===== src/rtl/uclk_div_pkg.sv =====
package uclk_div_pkg;
  localparam int SEL_W     = 3;
  localparam int MAX_RATIO = 32;
  localparam int CNT_W     = $clog2(MAX_RATIO);

  // divide ratio minus one for each select code
  function automatic logic [CNT_W-1:0] ratio_m1_of(input logic [SEL_W-1:0] code);
    logic [CNT_W:0] n;
    case (code)
      3'd0: n = 1;
      3'd1: n = 2;
      3'd2: n = 4;
      3'd3: n = 6;
      3'd4: n = 8;
      3'd5: n = 16;
      3'd6: n = 24;
      default: n = 32;
    endcase
    return CNT_W'(n - 1'b1);
  endfunction
endpackage


===== src/rtl/uclk_div_sel.sv =====
module uclk_div_sel
  import uclk_div_pkg::*;
(
  input  logic             clk,
  input  logic             rst_n,
  input  logic             div_rst,
  input  logic [SEL_W-1:0] sel,
  output logic [CNT_W-1:0] ratio_m1
);
  logic [SEL_W-1:0] code_q;

  always_ff @(posedge clk or negedge rst_n) begin
    if (!rst_n)       code_q <= '0;
    else if (div_rst) code_q <= sel;
  end

  assign ratio_m1 = ratio_m1_of(code_q);

  // code frozen outside divider reset
  p_code_frozen_r4: assert property (@(posedge clk) disable iff (!rst_n)
    !div_rst |=> $stable(code_q));
endmodule


===== src/rtl/uclk_div_count.sv =====
module uclk_div_count
  import uclk_div_pkg::*;
(
  input  logic             clk,
  input  logic             rst_n,
  input  logic             run,
  input  logic [CNT_W-1:0] ratio_m1,
  output logic             pulse
);
  logic [CNT_W-1:0] cnt;

  assign pulse = run && (cnt == ratio_m1);

  always_ff @(posedge clk or negedge rst_n) begin
    if (!rst_n)              cnt <= '0;
    else if (!run || pulse)  cnt <= '0;
    else                     cnt <= cnt + 1'b1;
  end

  // reload to period start after each pulse
  p_reload_r2: assert property (@(posedge clk) disable iff (!rst_n)
    pulse |=> (cnt == '0));
  // phase never beyond the period
  p_in_range_r2: assert property (@(posedge clk) disable iff (!rst_n)
    cnt <= ratio_m1);
  // ratio one pulses every running cycle
  p_ratio_one_r3: assert property (@(posedge clk) disable iff (!rst_n)
    (run && ratio_m1 == '0) |-> pulse);
  // stopped divider restarts from zero
  p_restart_r6: assert property (@(posedge clk) disable iff (!rst_n)
    !run |=> (cnt == '0));
endmodule


===== src/rtl/uclk_div_ready.sv =====
module uclk_div_ready #(
  parameter int WAIT_CYC = 20
) (
  input  logic clk,
  input  logic rst_n,
  input  logic run,
  input  logic pulse,
  output logic ready
);
  localparam int RW = $clog2(WAIT_CYC + 1);
  localparam logic [RW-1:0] FULL = RW'(WAIT_CYC);

  logic [RW-1:0] seen;
  logic          full;

  assign full  = (seen == FULL);
  assign ready = run && full;

  always_ff @(posedge clk or negedge rst_n) begin
    if (!rst_n)              seen <= '0;
    else if (!run)           seen <= '0;
    else if (pulse && !full) seen <= seen + 1'b1;
  end

  // ready only rises right after a divided pulse
  p_ready_rise_r8: assert property (@(posedge clk) disable iff (!rst_n)
    $rose(ready) |-> $past(pulse));
  // a stop clears progress
  p_ready_clear_r8: assert property (@(posedge clk) disable iff (!rst_n)
    !run |=> (seen == '0));
endmodule


===== src/rtl/uclk_div_core.sv =====
module uclk_div_core
  import uclk_div_pkg::*;
#(
  parameter int WAIT_CYC = 20
) (
  input  logic             clk_ref,
  input  logic             rst_n,
  input  logic             div_rst,
  input  logic             div_en,
  input  logic             byp_sel,
  input  logic [SEL_W-1:0] div_sel,
  output logic             tick,
  output logic             ready
);
  logic             run;
  logic             div_pulse;
  logic [CNT_W-1:0] ratio_m1;

  assign run = !div_rst && div_en;

  uclk_div_sel u_sel (
    .clk(clk_ref), .rst_n(rst_n), .div_rst(div_rst),
    .sel(div_sel), .ratio_m1(ratio_m1)
  );

  uclk_div_count u_cnt (
    .clk(clk_ref), .rst_n(rst_n), .run(run),
    .ratio_m1(ratio_m1), .pulse(div_pulse)
  );

  uclk_div_ready #(.WAIT_CYC(WAIT_CYC)) u_rdy (
    .clk(clk_ref), .rst_n(rst_n), .run(run),
    .pulse(div_pulse), .ready(ready)
  );

  assign tick = rst_n && (byp_sel || div_pulse);

  // bypass passes every reference cycle
  p_bypass_r7: assert property (@(posedge clk_ref) disable iff (!rst_n)
    byp_sel |-> tick);
  // quiet in divider reset
  p_rst_quiet_r5: assert property (@(posedge clk_ref) disable iff (!rst_n)
    (div_rst && !byp_sel) |-> !tick);
  // ready never with the divider stopped
  p_ready_run_r8: assert property (@(posedge clk_ref) disable iff (!rst_n)
    (div_rst || !div_en) |-> !ready);
endmodule


===== config.mk =====
export PLATFORM = sky130hd
export DESIGN_NAME = uclk_div_core
export DESIGN_NICKNAME = d
export VERILOG_FILES = /design/src/rtl/uclk_div_pkg.sv /design/src/rtl/uclk_div_sel.sv /design/src/rtl/uclk_div_count.sv /design/src/rtl/uclk_div_ready.sv /design/src/rtl/uclk_div_core.sv
export SDC_FILE = /design/constraint.sdc
export NUM_CORES = 1
export LEC_CHECK = 0
export BUFFER_PORTS_ARGS = -buffer_cell sky130_fd_sc_hd__buf_2
export CAP_MARGIN = 20
export CORE_UTILIZATION = 45
export DETAILED_ROUTE_END_ITERATION = 8
export HOLD_SLACK_MARGIN = 0.06
export PLACE_DENSITY = 0.72
export SKIP_CTS_REPAIR_TIMING = 1
export SYNTH_ARGS = -nofsm -noshare
export SYNTH_HDL_FRONTEND = slang
export SYNTH_SLANG_ARGS = --single-unit

===== constraint.sdc =====
create_clock -name clk_ref -period 3.64 [get_ports clk_ref]
set_clock_uncertainty 0.2 [all_clocks]
set_input_delay 0.91 -clock clk_ref [delete_from_list [all_inputs] [get_ports clk_ref]]
set_output_delay 0.91 -clock clk_ref [all_outputs]
set_load 0.005 [all_outputs]

### Word-level counts from Yosys, hierarchy flattened

Index checks and enable logic that the tools add are counted.

* reductions and logical operators: 11
* add/sub/neg operators: 3
* multiplexer cells: 4
* equal/unequal tests: 9

Operators by type and width (number)
* one-hot mux 5 bit (7 select lines): 1
* two-way mux 5 bit: 3
* adder 5 x 1 -> 5 bit, second input constant: 2
* equality test 3 bit, second input constant: 3
* equality test 3 x 2 -> 1 bit, second input constant: 2
* equality test 5 bit: 1
* equality test 5 bit, second input constant: 1
* logical AND 1 bit: 5
* subtractor 5 x 1 -> 5 bit, second input constant: 1
* equality test 3 x 1 -> 1 bit, second input constant: 1
* logical NOT 1 bit: 3
* logical NOT 3 bit: 1
* logical OR 1 bit: 2
* inequality test 2 x 1 -> 1 bit, second input constant: 1

* bits in registers: 13
* logic and storage cells: 30
* bits of input ports: 8

### Logic depth before layout (Yosys ltp)

Gate-level depths: netlist of run 1.

* word-level depth: 8
* depth in mapped cells: 7

### Modules after synthesis

A second synthesis of run 1 with hierarchy kept.

* cell total of the unflattened synthesis: 72
* area, all modules: 748.2 um^2

Modules (own cells, without submodules)
* uclk_div_count: area an instance 284.0 um^2, cells an instance 28, instances 1
* uclk_div_ready: area an instance 284.0 um^2, cells an instance 28, instances 1
* uclk_div_sel: area an instance 166.4 um^2, cells an instance 14, instances 1
* uclk_div_core: area an instance 13.8 um^2, cells an instance 2, instances 1

### Worst setup path after synthesis of run 1

No wires, ideal clock.

* path type: register to output
* start: reg u_sel.code_q[0]
* end: out tick
* arrival time: 1842 ps
* setup slack: 688 ps
* data required time: 2530 ps
* stages on the path, launching flop included: 8
* cells stage by stage: dfrtp_1 -> or3_1 -> ha_1 -> xnor2_1 -> a21oi_2 -> o311a_1 -> a21oi_1 -> nor2b_1

* word-level cells in the longest chain between the ends: 7
* elaborated cells between the ends (all ways): 13

Ends and longest elaborated chain
* start: declaration: line uclk_div_sel.sv:10 `logic [SEL_W-1:0] code_q;`
* start signal: assignment: line uclk_div_sel.sv:14 `else if (div_rst) code_q <= sel;`
* equality test 3 bit, or another cell as far along: line uclk_div_pkg.sv:9 `case (code)`
* one-hot mux 5 bit (7 select lines) *: line uclk_div_pkg.sv:9
* subtractor 5 x 1 -> 5 bit *: line uclk_div_pkg.sv:19 `return CNT_W'(n - 1'b1);`
* equality test 5 bit *: line uclk_div_count.sv:12 `assign pulse = run && (cnt == ratio_m1);`
* logical AND 1 bit *: line uclk_div_count.sv:12
* logical OR 1 bit *: line uclk_div_core.sv:36 `assign tick = rst_n && (byp_sel || div_pulse);`
* logical AND 1 bit *: line uclk_div_core.sv:36
* end: declaration: line uclk_div_core.sv:12 `output logic tick,`

Every way passes the cells marked *; elsewhere a longest branch is shown, timed or not.

### Worst setup path after layout of run 1

Ends and elaborated chain as after synthesis.

==> metrics.md, run 1 <==
| Metric | Value |
|---|---|
| Reg2reg start | `u_sel.code_q[0]` |
| # DRC | `0` |
| Syn Nets | `90` |
| Initial antenna violation count | `0` |
| Pre-CTS setup slack | `448 ps` |
| All-Layer GR Usage | `19.1%` |
| Worst skew pair latency | `around 280 ps` |
| Max-Cap Viols | `0` |
| H-tree levels | `1` |
| # nets final | `about 100` |
| Worst min path class | `in2async` |
| CP Max Fanout | `6` |
| Rows | `14` |
| Largest family of logic cells by synthesized area | `simple AND/OR/NAND/NOR gates` |
| Synth cell types | `30` |
| Antenna diode count | `0` |
| Avg Cell Area, Syn | `roughly 10 sq um` |
| Crit Reg-Reg Endpoint | `u_rdy.seen[4]` |
| DR vias | `617` |
| Clock Path Buffers | `2` |
| CORE AREA | `roughly 1600 sq um` |
| Critical path depth | `8` |
| Cell Area, Placed | `~900 sq um` |
| Die area | `1960 sq um` |
| Final cycle utilization of the critical path | `around 96%` |
| # clock sinks | `13` |
| Area Overhead vs Synth | `13.1%` |
| Tightest Pin Transition | `roughly 360 ps` |
| Post-route cell area | `910 sq um` |
| CP Capture Type | `output port` |
| Clock slew at reported path FFs | `roughly 80 ps` |
| Critical-path top delay cell | `dfrtp_1` |
| Core Util, Final | `between 50% and 60%` |
| Largest net degree at the start of global routing | `15` |
| VDD IR max | `~0.00023 V` |
| IO Pins | `10` |
| Initial DRC count | `15` |
| Global-route wire length before repair | `between 2 and 3 mm` |
| RSZ-0062 raised after global routing | `false` |
| Min Tclk post-route | `~3500 ps` |
| R2r worst-path depth | `7` |
| Fillers | `roughly 140` |
| Cts bufs inserted | `3` |
| Area occupied by multi-input gates | `468 sq um` |
| Slew HR | `75.7%` |
| Die H | `around 44 um` |
| CP Data Required Time | `2530 ps` |
| Power per cell area | `between 300 and 400 nW/um^2` |
| Delay-heaviest family, CP | `compound AO/OA/AOI/OAI gates` |
| Synth Cell Area | `around 800 sq um` |
| Sequential share of the synthesized area | `around two fifths` |
| Drt pass-1 iters | `4` |
| Final worst setup slack | `130 ps` |
| Post-DP HPWL | `approximately 1.2 mm` |
| CTS tree | `yes` |
| IO Port Bufs | `9` |
| Gpl congestion | `~0.87` |
| Total Wirelength | `1.59 mm` |
| Register area | `325 sq um` |
| Critical path arrival | `2400 ps` |
| GR Overflow Total | `0` |
| Fin Setup TNS | `0 ps` |
| Crit path kind | `reg2out` |
| Post-Synth XOR/XNOR Area | `between 8 and 9%` |
| Reg2Reg Setup Slack | `~1200 ps` |
| Die Wd | `between 40 and 50 um` |
| Share of layout cells above drive strength 1 | `between 20% and 30%` |
| CP Launch Type | `flip-flop` |
| Post-Synth Simple-Gate Area | `a little under a quarter` |
| Initial core utilization | `around 50%` |
| Vias in the first global route | `588` |
| Status | `completed` |
| Hold WS | `just over 300 ps` |
| Post-Synthesis Cells | `between 70 and 80` |
| WL/cell | `13.8 um` |
| Syn. warnings | `0` |
| WP buf/inv | `1` |
| Seq cells post-synth | `13` |
| Leak pwr | `just over 0.4 nW` |
| Antenna-violating nets left | `0` |
| Slew Viols, Final | `0` |
| FMAX | `about 280 MHz` |
| Vias per inst | `5.37` |
| Mux cell area share after synthesis | `around 6.7%` |
| Crit-path cells | `or3_1, ha_1, xnor2_1, a21oi_2, o311a_1, a21oi_1, nor2b_1, buf_2` |
| Setup Viol. Count Final | `0` |
| Synth Area in Adders | `6.22%` |
| Fin. Hold Viols | `0` |
| Synth Area in Compound Gates | `around an eighth` |
| CP max stage delay | `~460 ps` |
| Clock root cell | `clkbuf_4` |
==> cell type report <==
class	instances	area share, %
Multi-Input combinational cell	62	51.4
Clock buffer	4	2.89
Timing Repair Buffer	10	5.78
Inverter	2	0.825
Sequential cell	13	35.8
Tap cell	24	3.30
==> worst max-delay path by stage <==
| stage | start | end | slack (ps) |
|---|---|---|---|
| floorplan | u_sel.code_q[0] | tick | 690 |
| finish | u_sel.code_q[0] | tick | 130 |
| detailed placement | u_sel.code_q[0] | tick | 450 |
| global placement | u_sel.code_q[0] | tick | 490 |
| CTS | u_sel.code_q[0] | tick | 120 |
| global route | u_sel.code_q[0] | tick | 30 |
==> kinds of logic (layout without fill, tap and decap cells) <==
logic type,count (synthesis),count (layout)
flops,13,13
mux,5,5
buf+inv,3,16
fa+ha+maj,4,4
xor+xnor,7,7
simple gates,33,33
compound gates,13,13
==> per-layer routing <==
metal,global-route usage [%],part of all wire [%],vias to the layer above
li1,-,-,303
met1,23.0,45,291
met2,30.3,47,19
met3,6.94,6.4,4
met4,9.09,1.0,0
met5,0,0,-
==> cell usage after synthesis <==
cell type  count  share of area (%)
a21o_1         1               0.93
a21oi_1        4                2.5
a21oi_2        1                1.1
a311o_1        1                1.2
a41o_1         1                1.2
and3_1         2                1.6
and3_4         1                1.4
clkbuf_1       1               0.47
dfrtp_1       13                 40
ha_1           4                6.2
inv_1          2               0.93
mux2_2         3                4.2
mux2i_1        2                2.5
nand2_1        8                3.7
nand2b_1       2                1.6
nand3_1        4                2.5
nand4_1        2                1.6
nor2_1         6                2.8
nor2b_1        3                2.3
nor3_1         1               0.62
nor4_4         1                2.6
o21ai_0        2                1.2
o21ai_1        1               0.62
o311a_1        1                1.2
o311ai_4       1                3.3
or2_4          1                1.1
or3_1          2                1.6
xnor2_1        3                3.3
xnor2_2        1                2.0
xor2_1         3                3.3
==> state kept, by name, indices dropped and copies added, names as in the netlist <==
signal        count
u_cnt.cnt         5
u_rdy.seen        5
u_sel.code_q      3
==> stage by stage <==
step                cells  power, mW
floorplan              78      0.197
global placement      111      0.211
detailed placement    111      0.214
CTS                   115      0.305
global route          115      0.314
finish                115      0.301
==> cell usage in the layout, fill, tap and decap left out, types with 3 or more instances in the layout <==
cell	n
a21oi_1	4
buf_2	9
clkbuf_4	3
dfrtp_1	13
ha_1	4
mux2_2	3
nand2_1	8
nand3_1	4
nor2_1	6
nor2b_1	3
xnor2_1	3
xor2_1	3
==> report_power, final <==
part           total [mW]  switching, mW  internal, mW
clock              0.0906         0.0480        0.0426
combinational      0.0527         0.0269        0.0258
sequential          0.158        0.00852         0.149
total               0.301         0.0835         0.217
(Power assumes the default switching activity.)
==> run 2, diff against run 1 <==
- clock period: 3.64 -> 4.3 ns (I/O delays scaled with it)
==> metrics.md, run 2 (same netlist as run 1, synthesis figures left out) <==
| Metric | Value |
|---|---|
| Final cycle utilization of the critical path | `around 85%` |
| CP Launch Type | `flip-flop` |
| Area Overhead vs Synth | `12.3%` |
| Gpl congestion | `0.773 (-11%)` |
| Initial DRC count | `5 (-10)` |
| Setup Viol. Count Final | `0 (unchanged)` |
| Worst Hold Depth | `2` |
| Crit path kind | `reg2out` |
| Fin Setup TNS | `0 ps (unchanged)` |
| Slew HR | `62.0% (-14 points)` |
| Met1 Usage GRT | `26.8% (+3.8 points)` |
| Die area | `1960 sq um (unchanged)` |
| GR Overflow Total | `0 (unchanged)` |
| All-Layer GR Usage | `18.4% (-0.74 points)` |
| Worst min path class | `reg2reg` |
| CP Capture Type | `output port` |
| Crit-path cells | `or3_1, ha_1, xnor2_1, a21oi_2, o311a_1, a21oi_1, nor2b_1, buf_2` |
| Reg2Reg Setup Slack | `1900 ps (+720 ps)` |
| Vias in the first global route | `594 (+1.0%)` |
| # clock sinks | `13 (unchanged)` |
| WP buf/inv | `1 (unchanged)` |
| Clock slew at reported path FFs | `90 ps (about the same)` |
| CP max stage delay | `450 ps (about the same)` |
| Hold endpoint | `u_rdy.seen[0]` |
| CP Max Fanout | `6 (unchanged)` |
| Reg2reg start | `u_sel.code_q[1]` |
| Worst skew pair latency | `270 ps (about the same)` |
| Global-route wire length before repair | `2.58 mm (-0.54%)` |
| Fin. Hold Viols | `0 (unchanged)` |
| Cts bufs inserted | `3 (unchanged)` |
| Final worst setup slack | `645 ps (+514 ps)` |
| R2r worst-path depth | `7 (unchanged)` |
| Largest regs | `u_cnt.cnt: 5 flops, u_rdy.seen: 5 flops, u_sel.code_q: 3 flops` |
| Min Tclk post-route | `between 3000 and 4000 ps` |
| Initial antenna violation count | `0 (unchanged)` |
| Grt met3 use | `3.67% (-3.3 points)` |
| CORE AREA | `1590 sq um (unchanged)` |
| Most common library cell in the layout ignoring fill and taps | `dfrtp_1` |
| Antenna diode count | `0 (unchanged)` |
| IO Port Bufs | `9 (unchanged)` |
| WL/cell | `12.1 um (-12%)` |
| Post-DP HPWL | `1.07 mm (-9.4%)` |
| DR vias | `605 (-1.9%)` |
| Critical-path top delay cell | `dfrtp_1` |
| Commonest non-fill, non-tap cells in the layout | `13 x dfrtp_1, 9 x buf_2, 8 x nand2_1` |
| IO Pins | `10 (unchanged)` |
| CP Data Required Time | `3020 ps (+490 ps)` |
| # DRC | `0 (unchanged)` |
| Pre-CTS setup slack | `913 ps (+465 ps)` |
| Tightest Pin Transition | `569 ps (+205 ps)` |
| Drt pass-1 iters | `4 (unchanged)` |
| Leak pwr | `0.411 nW (-0.58%)` |
| Hold WS | `367 ps (+61.1 ps)` |
| Die H | `44.3 um (unchanged)` |
| Grt peak-use layer | `met1` |
| CTS tree | `yes` |
| Hold_sp | `u_rdy.seen[0]` |
| Clock Path Buffers | `2 (unchanged)` |
| Rows | `14 (unchanged)` |
| Crit Reg-Reg Endpoint | `u_rdy.seen[4]` |
| Core Util, Final | `56.7% (-0.39 points)` |
| Clock root cell | `clkbuf_4` |
| Vias per inst | `5.31 (-1.1%)` |
| H-tree levels | `1 (unchanged)` |
| Status | `completed` |
| Met2 usage | `26.8% (-3.5 points)` |
| Total Wirelength | `1.38 mm (-13%)` |
| RSZ-0062 raised after global routing | `false` |
| Initial core utilization | `50.5% (unchanged)` |
| Delay-heaviest family, CP | `compound AO/OA/AOI/OAI gates` |
| Critical path arrival | `2380 ps (-20 ps)` |
| # nets final | `103 (-0.96%)` |
| VDD IR max | `0.000265 V (+13%)` |
| Slew Viols, Final | `0 (unchanged)` |
| FMAX | `between 200 and 300 MHz` |
| Largest net degree at the start of global routing | `15 (unchanged)` |
| Share of layout cells above drive strength 1 | `24.4% (+0.27 points)` |
| Power per cell area | `279 nW/um^2 (-16%)` |
| Max-Cap Viols | `0 (unchanged)` |
| Die Wd | `44.3 um (unchanged)` |
| Antenna-violating nets left | `0 (unchanged)` |
==> run 2: changes by cell type in the layout (fill, tap and decap cells not counted) <==
| cell | change |
|---|---|
| clkinv_2 | +1 |
| clkbuf_1 | -1 |
| buf_4 | -1 |
==> run 2: metal layers <==
| metal | vias to the layer above | part of all wire (%) |
|---|---|---|
| met5 | - | 0 |
| met4 | 0 | 1.3 |
| met3 | 2 | 2.2 |
| met2 | 8 | 46 |
| met1 | 289 | 51 |
| li1 | 306 | - |
==> run 2: power by group <==
| group | switching, mW | total, mW | internal [mW] |
|---|---|---|---|
| combinational | 0.0212 | 0.0422 | 0.0210 |
| clock | 0.0412 | 0.0756 | 0.0344 |
| sequential | 0.00786 | 0.134 | 0.126 |
| total | 0.0703 | 0.252 | 0.181 |
==> run 2: area by class of cell <==
class | instances | area, sq um
fill | 133 | 691
multi-input combinational | 62 | 468
sequential | 13 | 325
timing repair buffer | 9 | 45.0
tap | 24 | 30.0
clock buffer | 3 | 22.5
inverter | 2 | 7.51
clock inverter | 1 | 5.00
==> run 2: how the worst max path moves through the flow <==
stage | from | endpoint | slack (ps) | cells past startpoint
after floorplan | u_sel.code_q[0] | tick | 1180 | 7
after global placement | div_rst | ready | 930 | 5
after detailed placement | div_rst | ready | 910 | 5
after CTS | u_sel.code_q[1] | tick | 620 | 8
after global routing | u_sel.code_q[1] | tick | 440 | 8
final | u_sel.code_q[1] | tick | 640 | 8
==> run 2: worst reg2reg max path, delay by kind of cell, from the launching register on <==
family,cells,cell delay (ps)
compound gates,3,470
simple gates,2,750
fa+ha+maj,1,310
flops,1,450
xor+xnor,1,140
==> run 2: metrics by stage <==
stage               cell area [sq um]  instances  total power, mW
finish                            903        114            0.252
detailed placement                876        110            0.179
floorplan                         805         78            0.167
CTS                               903        114            0.254
global route                      903        114            0.270
global placement                  876        110            0.178
